==> src/rtl/rxf_pkg.sv <==
package rxf_pkg;
    typedef enum logic [3:0] {
        ST_IDLE,
        ST_LEN,
        ST_ADDR,
        ST_BODY,
        ST_CRC_HI,
        ST_CRC_LO,
        ST_STAT_A,
        ST_STAT_B,
        ST_DONE
    } rxf_state_e;
endpackage

==> src/rtl/rxf_crc16.sv <==
module rxf_crc16 #(
    parameter int          DW   = 8,
    parameter int          CW   = 16,
    parameter logic [CW-1:0] POLY = 16'h8005,
    parameter logic [CW-1:0] INIT = 16'hFFFF
) (
    input  logic          clk,
    input  logic          rst_n,
    input  logic          init,
    input  logic          upd,
    input  logic [DW-1:0] din,
    output logic [CW-1:0] crc
);
    logic [CW-1:0] crc_q;
    logic [CW-1:0] crc_nx;

    // bitwise MSB-first update over one byte
    always_comb begin
        crc_nx = crc_q;
        for (int i = DW - 1; i >= 0; i--) begin
            if (crc_nx[CW-1] ^ din[i]) begin
                crc_nx = {crc_nx[CW-2:0], 1'b0} ^ POLY;
            end else begin
                crc_nx = {crc_nx[CW-2:0], 1'b0};
            end
        end
    end

    always_ff @(posedge clk or negedge rst_n) begin
        if (!rst_n) begin
            crc_q <= INIT;
        end else if (init) begin
            crc_q <= INIT;
        end else if (upd) begin
            crc_q <= crc_nx;
        end
    end

    assign crc = crc_q;
endmodule

==> src/rtl/rxf_len_ctr.sv <==
module rxf_len_ctr #(
    parameter int CNT_W = 8
) (
    input  logic             clk,
    input  logic             rst_n,
    input  logic             load,
    input  logic [CNT_W-1:0] load_val,
    input  logic             dec,
    output logic             last
);
    localparam logic [CNT_W-1:0] ONE = CNT_W'(1);

    logic [CNT_W-1:0] rem_q;

    always_ff @(posedge clk or negedge rst_n) begin
        if (!rst_n) begin
            rem_q <= '0;
        end else if (load) begin
            rem_q <= load_val;
        end else if (dec && rem_q != '0) begin
            rem_q <= rem_q - ONE;
        end
    end

    assign last = (rem_q == ONE);
endmodule

==> src/rtl/rxf_stat_fmt.sv <==
module rxf_stat_fmt #(
    parameter int DW = 8
) (
    input  logic [DW-1:0] rssi,
    input  logic [DW-2:0] lqi,
    input  logic          crc_good,
    output logic [DW-1:0] stat_a,
    output logic [DW-1:0] stat_b
);
    assign stat_a = rssi;
    assign stat_b = {crc_good, lqi};
endmodule

==> src/rtl/rx_frame_handler.sv <==
module rx_frame_handler
    import rxf_pkg::*;
#(
    parameter int DW = 8
) (
    input  logic          clk,
    input  logic          rst_n,
    input  logic          sync_found,
    input  logic          byte_vld,
    input  logic [DW-1:0] byte_dat,
    input  logic          cfg_var_len,
    input  logic [DW-1:0] cfg_fix_len,
    input  logic [DW-1:0] cfg_max_len,
    input  logic [DW-1:0] cfg_dev_addr,
    input  logic          cfg_addr_chk,
    input  logic          cfg_crc_chk,
    input  logic          cfg_stat_app,
    input  logic [DW-1:0] rssi_in,
    input  logic [DW-2:0] lqi_in,
    output logic          fifo_wr,
    output logic [DW-1:0] fifo_dat,
    output logic          pkt_done,
    output logic          crc_ok,
    output logic          addr_rej
);
    localparam int CW = 2 * DW;

    rxf_state_e state_q, state_nx, tail_st, first_st;

    logic          wr_nx, done_nx, rej_nx, crcok_nx;
    logic [DW-1:0] dat_nx;
    logic          crc_init, crc_upd;
    logic [CW-1:0] crc_val;
    logic          cnt_load, cnt_dec, cnt_last;
    logic [DW-1:0] cnt_val;
    logic          hi_cap;
    logic [DW-1:0] crc_hi_q;
    logic [DW-1:0] stat_a, stat_b;

    rxf_crc16 #(.DW(DW), .CW(CW)) u_crc (
        .clk   (clk),
        .rst_n (rst_n),
        .init  (crc_init),
        .upd   (crc_upd),
        .din   (byte_dat),
        .crc   (crc_val)
    );

    rxf_len_ctr #(.CNT_W(DW)) u_cnt (
        .clk      (clk),
        .rst_n    (rst_n),
        .load     (cnt_load),
        .load_val (cnt_val),
        .dec      (cnt_dec),
        .last     (cnt_last)
    );

    rxf_stat_fmt #(.DW(DW)) u_stat (
        .rssi     (rssi_in),
        .lqi      (lqi_in),
        .crc_good (crc_ok),
        .stat_a   (stat_a),
        .stat_b   (stat_b)
    );

    // state after the packet bytes, and first state of the packet body
    always_comb begin
        if (cfg_crc_chk) begin
            tail_st = ST_CRC_HI;
        end else if (cfg_stat_app) begin
            tail_st = ST_STAT_A;
        end else begin
            tail_st = ST_DONE;
        end
        first_st = cfg_addr_chk ? ST_ADDR : ST_BODY;
    end

    // next-state and output decisions
    always_comb begin
        state_nx = state_q;
        wr_nx    = 1'b0;
        dat_nx   = '0;
        done_nx  = 1'b0;
        rej_nx   = 1'b0;
        crcok_nx = crc_ok;
        crc_init = 1'b0;
        crc_upd  = 1'b0;
        cnt_load = 1'b0;
        cnt_val  = cfg_fix_len;
        cnt_dec  = 1'b0;
        hi_cap   = 1'b0;
        if (sync_found) begin
            crc_init = 1'b1;
            crcok_nx = 1'b0;
            if (cfg_var_len) begin
                state_nx = ST_LEN;
            end else if (cfg_fix_len == '0) begin
                state_nx = ST_IDLE;
            end else begin
                cnt_load = 1'b1;
                state_nx = first_st;
            end
        end else begin
            unique case (state_q)
                ST_IDLE: begin
                    state_nx = ST_IDLE;
                end
                ST_LEN: begin
                    if (byte_vld) begin
                        if (byte_dat == '0 || byte_dat > cfg_max_len) begin
                            state_nx = ST_IDLE;
                        end else begin
                            wr_nx    = 1'b1;
                            dat_nx   = byte_dat;
                            crc_upd  = 1'b1;
                            cnt_load = 1'b1;
                            cnt_val  = byte_dat;
                            state_nx = first_st;
                        end
                    end
                end
                ST_ADDR, ST_BODY: begin
                    if (byte_vld) begin
                        if (state_q == ST_ADDR && byte_dat != cfg_dev_addr) begin
                            rej_nx   = 1'b1;
                            state_nx = ST_IDLE;
                        end else begin
                            wr_nx   = 1'b1;
                            dat_nx  = byte_dat;
                            crc_upd = 1'b1;
                            cnt_dec = 1'b1;
                            if (cnt_last) begin
                                state_nx = tail_st;
                                if (!cfg_crc_chk) begin
                                    crcok_nx = 1'b1;
                                end
                            end else begin
                                state_nx = ST_BODY;
                            end
                        end
                    end
                end
                ST_CRC_HI: begin
                    if (byte_vld) begin
                        hi_cap   = 1'b1;
                        state_nx = ST_CRC_LO;
                    end
                end
                ST_CRC_LO: begin
                    if (byte_vld) begin
                        crcok_nx = ({crc_hi_q, byte_dat} == crc_val);
                        state_nx = cfg_stat_app ? ST_STAT_A : ST_DONE;
                    end
                end
                ST_STAT_A: begin
                    wr_nx    = 1'b1;
                    dat_nx   = stat_a;
                    state_nx = ST_STAT_B;
                end
                ST_STAT_B: begin
                    wr_nx    = 1'b1;
                    dat_nx   = stat_b;
                    state_nx = ST_DONE;
                end
                ST_DONE: begin
                    done_nx  = 1'b1;
                    state_nx = ST_IDLE;
                end
                default: begin
                    state_nx = ST_IDLE;
                end
            endcase
        end
    end

    // state register
    always_ff @(posedge clk or negedge rst_n) begin
        if (!rst_n) begin
            state_q  <= ST_IDLE;
            crc_hi_q <= '0;
        end else begin
            state_q <= state_nx;
            if (hi_cap) begin
                crc_hi_q <= byte_dat;
            end
        end
    end

    // registered outputs
    always_ff @(posedge clk or negedge rst_n) begin
        if (!rst_n) begin
            fifo_wr  <= 1'b0;
            fifo_dat <= '0;
            pkt_done <= 1'b0;
            addr_rej <= 1'b0;
            crc_ok   <= 1'b0;
        end else begin
            fifo_wr  <= wr_nx;
            fifo_dat <= dat_nx;
            pkt_done <= done_nx;
            addr_rej <= rej_nx;
            crc_ok   <= crcok_nx;
        end
    end
endmodule

==> config.mk <==
export PLATFORM = sky130hd
export DESIGN_NAME = rx_frame_handler
export DESIGN_NICKNAME = d
export VERILOG_FILES = /design/src/rtl/rxf_pkg.sv /design/src/rtl/rxf_crc16.sv /design/src/rtl/rxf_len_ctr.sv /design/src/rtl/rxf_stat_fmt.sv /design/src/rtl/rx_frame_handler.sv
export SDC_FILE = /design/constraint.sdc
export NUM_CORES = 1
export LEC_CHECK = 0
export CORE_ASPECT_RATIO = 0.6
export CORE_MARGIN = 5
export CORE_UTILIZATION = 52
export CTS_CLUSTER_DIAMETER = 100
export DETAILED_ROUTE_END_ITERATION = 12
export HOLD_SLACK_MARGIN = 0.06
export MAX_ROUTING_LAYER = met4
export PLACE_DENSITY = 0.81
export SKIP_CTS_REPAIR_TIMING = 1
export SLEW_MARGIN = 5
export SYNTH_ARGS = -nofsm -noshare
export SYNTH_HDL_FRONTEND = slang
export SYNTH_SLANG_ARGS = --single-unit
==> constraint.sdc <==
create_clock -name clk -period 2.8 [get_ports clk]
set_input_delay 0.42 -clock clk [delete_from_list [all_inputs] [get_ports clk]]
set_output_delay 0.42 -clock clk [all_outputs]
set_load 0.02 [all_outputs]
Word level (Yosys, flattened, before mapping)
Cells that the tools add are included.
{"block": "word_totals", "regBits": 48, "out_inout_bits": 12, "word_cells": 125}
{"block": "op_classes", "add_sub_neg": 1, "order_cmp": 1, "n_eq_ne": 18, "n_mux": 67, "bitwise_logic": 16, "reduce_logical": 13}
{"op": "2-to-1 mux 16 bit", "n": 10}
{"op": "2-to-1 mux 8 bit", "n": 11}
{"op": "2-to-1 mux 4 bit", "n": 9}
{"op": "one-hot mux 8 bit (4 select lines)", "n": 1}
{"op": "2-to-1 mux 1 bit", "n": 29}
{"op": "inverter 3 bit", "n": 8}
{"op": "one-hot mux 4 bit (6 select lines)", "n": 1}
{"op": "!= test 3 bit (second input constant)", "n": 7}
{"op": "== test 16 bit", "n": 1}
{"op": "== test 4 x 3 -> 1 bit (second input constant)", "n": 4}
{"op": "logical NOT 8 bit", "n": 2}
{"op": "== test 4 x 2 -> 1 bit (second input constant)", "n": 2}
{"op": "== test 8 x 1 -> 1 bit (second input constant)", "n": 1}
{"op": "> comparator 8 bit", "n": 1}
{"op": "!= test 8 bit", "n": 1}
{"op": "nonzero test 8 bit", "n": 1}
{"op": "subtractor 8 x 1 -> 8 bit (second input constant)", "n": 1}
{"op": "bitwise XOR 1 bit", "n": 8}
{"op": "2-to-1 mux 2 bit", "n": 3}
{"op": "AND reduction 6 bit", "n": 1}
{"op": "== test 4 x 1 -> 1 bit (second input constant)", "n": 1}
{"op": "== test 4 bit (second input constant)", "n": 1}
{"op": "one-hot mux 1 bit (2 select lines)", "n": 2}
{"op": "AND reduction 4 bit", "n": 1}
{"op": "other kinds (6)", "n": 9}

Longest topological paths before layout
{"block": "depth", "word_depth": 18, "ltp_mapped": 11, "mapped_depth_nobuf": 8}

Hierarchy
Synthesis repeated with hierarchy kept, for this count alone.
{"block": "hier_totals", "hier_cells": 367, "hier_area_um2": 3530.9}
{"module": "rx_frame_handler", "n_inst": 1, "cells_each": 211, "area_per_inst_um2": 1980.6, "seq_area_each_um2": 600.6}
{"module": "rxf_crc16", "n_inst": 1, "cells_each": 85, "area_per_inst_um2": 889.6, "seq_area_each_um2": 420.4}
{"module": "rxf_len_ctr", "n_inst": 1, "cells_each": 55, "area_per_inst_um2": 540.5, "seq_area_each_um2": 200.2}
{"module": "rxf_stat_fmt", "n_inst": 1, "cells_each": 16, "area_per_inst_um2": 120.1, "seq_area_each_um2": 0.0}

Worst setup path before layout
OpenSTA, ideal clock, no wires.
{"block": "synth_path", "path_type": "input to register", "startpoint": "in byte_dat[0]", "endpoint": "reg u_cnt.rem_q[1]", "setup_ns": 0.126, "t_arrival_ns": 2.206, "path_slack_ns": 0.468, "path_stages": 8, "cell_sequence": "buf_2 inv_1 ha_1 nand4_1 o21a_1 nor4_1 nor2_1 a221o_1"}
{"block": "synth_via", "elab_chain_cells": 8}
{"element": "from (decl)", "line": "rx_frame_handler.sv:10", "source": "input logic [DW-1:0] byte_dat,"}
{"element": "branches (longest 8 deep; another with > comparator 8 bit)"}
{"element": "to (signal assigned)", "line": "rxf_len_ctr.sv:19", "source": "rem_q <= load_val;"}
{"element": "to (signal assigned)", "line": "rxf_len_ctr.sv:21", "source": "rem_q <= rem_q - ONE;"}
{"element": "to (decl)", "line": "rxf_len_ctr.sv:13", "source": "logic [CNT_W-1:0] rem_q;"}
Several ways; the timed one is not identified.
A chain may end at the register's enable or synchronous reset.

Final worst setup path
{"block": "layout_path", "startpoint": "in byte_dat[1]", "endpoint": "reg u_cnt.rem_q[7]"}
Same word-level chain as after synthesis.

==> impl_metrics.toml <==
[drt]
drt_iter0_drc = 288
post_drt_via_cell_ratio = 6.091
drt_first_pass_iters = 5
routedWlPerCell_um = 19.45
wirelength_um = 10250
drtAntennaViolNets = 0
vias = 3210
drc = 0

[worst_setup_path]
r2r-start = "u_crc.crc[14]$_DFFE_PN1P_"
worstReg2RegEnd = "u_crc.crc[15]$_DFFE_PN1P_"
end_kind = "flip-flop"
critPathRequiredTime_ns = 3.00
crit_path_start_kind = "input port"
cp_max_fo = 10
reg2reg_slack_ns = 0.61
crit_arrival_ns = 2.79
path_class = "input port to flip-flop"
ff2ff_path_depth = 6

[synthesis]
yosys_register_bits = 48
syn_area_per_cell_um2 = 9.130
synth_area_um2 = 3323
yosysSeqAreaShare = 0.3675
synth-edff-count = 0
ys_types = 51
async_reset_ff_frac = 1.000
synth-main-ff-cell = "dfrtp_1"
ys.warnings.count = 0
synth_cells = 364
synth_nets = 429

[sta]
min_period_ns = 2.587
period_share = 0.9239
fin_worst_skew_ns = 0.01369
hold_viol = 0
finalMaxSlewViolations = 0
setup_viol_count_final = 0
fmax_ghz = 0.3866
slew_headroom = 0.4683
worst_pin_slew_ns = 0.7892
final.setup.tns_ns = 0
hold_ws_ns = 0.04545
rsz0062_at_grt = "false"

[pwr]
power.internal_uw = 1570
switching_share = 0.3304
comb_power_share = 0.353
p_leak_uw = 0.001739
p_switching_uw = 774.8
pwr-share-seq = 0.382
fin_total_pwr_uw = 2345
pwr-share-clk = 0.265
ir_drop_mv = 0.2385
powerDensity_nw_per_um2 = 544.1

[clock_tree]
cts_tree = "done"
cts-htree-levels = 2
clockRootBuffer = "clkbuf_8"
path_clk_slew_ns = 0.10
insertion_delay_ns = 0.32
numCtsBuffers = 5
clockBufferDepth = 2
cts.sinks = 48

[grt]
grt_pass1_vias = 3156
grt_pass1_wl_um = 16640
grt_usage = 0.2684
grt_overflow = 0
grt_max_degree = 26
antenna_found_initial = 0

[die]
die_x_um = 113.2
die_area_um2 = 8142
rows = 22
io_pins = 67
dieHeight_um = 71.92
initial_core_util = 0.5390
core_region_area_um2 = 6166

[flow_run]
maxCapViolations = 0

[cells_and_area]
utilization = 0.6991
n_antenna_cell = 0
fillers = 487
nets = 507
areaGrowthSynthToFinish_pct = 29.71
drive_gt1_frac = 0.1535

[placement]
port_buffers = 66
dp_hpwl_um = 7834
finalWeightedCongestion = 0.9957

[run_status]
status = "finished, final reports clean"

[worst_hold_path]
hold_path.class = "input port to async pin"
[kinds of logic (layout without fill, tap and decap cells)]
| family | after synthesis | in the layout | share of synthesized area |
|---|---|---|---|
| AOI/OAI and AO/OA | 86 | 86 | 0.1668 |
| xor gates and xnor gates | 48 | 48 | 0.1355 |
| adders and majority gates | 10 | 10 | 0.03765 |
| buffers and inverters | 39 | 118 | 0.05798 |
| DFF | 48 | 48 | 0.3675 |
| muxes | 19 | 19 | 0.05987 |
| and+or+nand+nor | 114 | 114 | 0.1747 |
[layout by cell type (no fill, tap or decap), types with 6 or more instances in the layout]
master / instances
clkdlybuf4s50_1: 65
nor2_1: 33
dfrtp_1: 32
buf_4: 29
xor2_1: 26
nand3_1: 24
o21ai_0: 20
a21oi_1: 19
xnor2_1: 19
dfstp_2: 16
a31oi_1: 15
inv_1: 14
mux2i_1: 12
nand2_1: 10
nor4_1: 10
ha_1: 10
o211ai_1: 8
nor3_1: 8
mux2_2: 7
nand4_1: 6
[sequential cells by signal (all words and copies together), names as in the netlist]
register	flops
fifo_dat	8
u_cnt.rem_q	8
crc_ok	1
addr_rej	1
pkt_done	1
fifo_wr	1
crc_hi_q	8
u_crc.crc	16
state_q	4
[power groups by stage]
| stage | clock network (µW) | logic, µW | registers (µW) |
|---|---|---|---|
| after floorplan | 0 | 555 | 882 |
| after global placement | 0 | 794 | 900 |
| after detailed placement | 0 | 813 | 904 |
| after CTS | 629 | 818 | 891 |
| after global routing | 657 | 899 | 909 |
| final | 623 | 828 | 895 |
[worst max-delay path by stage]
stage / startpoint / slack, ns / cells after the start / endpoint
finish: byte_dat[1] / 0.21 / 8 / u_cnt.rem_q[7]$_DFFE_PN0P_
global route: byte_dat[1] / 0.10 / 8 / u_cnt.rem_q[6]$_DFFE_PN0P_
CTS: byte_dat[1] / 0.26 / 8 / u_cnt.rem_q[6]$_DFFE_PN0P_
detailed placement: byte_dat[1] / -0.08 / 8 / u_cnt.rem_q[7]$_DFFE_PN0P_
global placement: byte_dat[1] / 0.0007 / 8 / u_cnt.rem_q[7]$_DFFE_PN0P_
floorplan: byte_dat[0] / 0.47 / 8 / u_cnt.rem_q[1]$_DFFE_PN0P_
[stage by stage]
stage / instance area (µm²) / instances / setup WS (ns)
floorplan: 3323 / 364 / 0.4677
global placement: 4173 / 519 / 0.0006828
detailed placement: 4173 / 519 / -0.07826
CTS: 4310 / 527 / 0.2644
global route: 4310 / 527 / 0.1013
finish: 4310 / 527 / 0.2130
[layout make-up]
| cell class | instances | area (µm²) | area share |
|---|---|---|---|
| clock inverter | 3 | 68.82 | 0.01597 |
| sequential | 48 | 1221 | 0.2833 |
| multi-input combinational | 277 | 1917 | 0.4447 |
| timing repair buffer | 95 | 873.3 | 0.2026 |
| clock buffer | 5 | 68.82 | 0.01597 |
| inverter | 15 | 56.30 | 0.01306 |
| tap | 84 | 105.1 | 0.02438 |
[cells in the mapped netlist, types with 10 or more instances]
cell type | instances | area share
o21ai_0 | 20 | 0.030
xnor2_1 | 19 | 0.050
dfrtp_1 | 32 | 0.24
a21oi_1 | 19 | 0.029
xor2_1 | 26 | 0.069
ha_1 | 10 | 0.038
nor2_1 | 33 | 0.037
mux2i_1 | 12 | 0.036
nor4_1 | 10 | 0.019
dfstp_2 | 16 | 0.13
inv_1 | 14 | 0.016
nand3_1 | 24 | 0.036
nand2_1 | 10 | 0.011
a31oi_1 | 15 | 0.028
[metal layers]
layer	share of wire	vias to the layer above	track usage
met5	0	-	-
met4	0.012	0	0.07067
met3	0.12	15	0.07250
met2	0.40	196	0.3688
met1	0.47	1520	0.3896
li1	-	1479	-
[critical path: stages]
cell and delay, ns:
clkdlybuf4s50_1 0.47, ha_1 0.35, nor2b_1 0.16, o211ai_1 0.16
a21oi_1 0.16, or4_1 0.75, o22ai_1 0.26, a21oi_1 0.06
(Power assumes the default switching activity.)
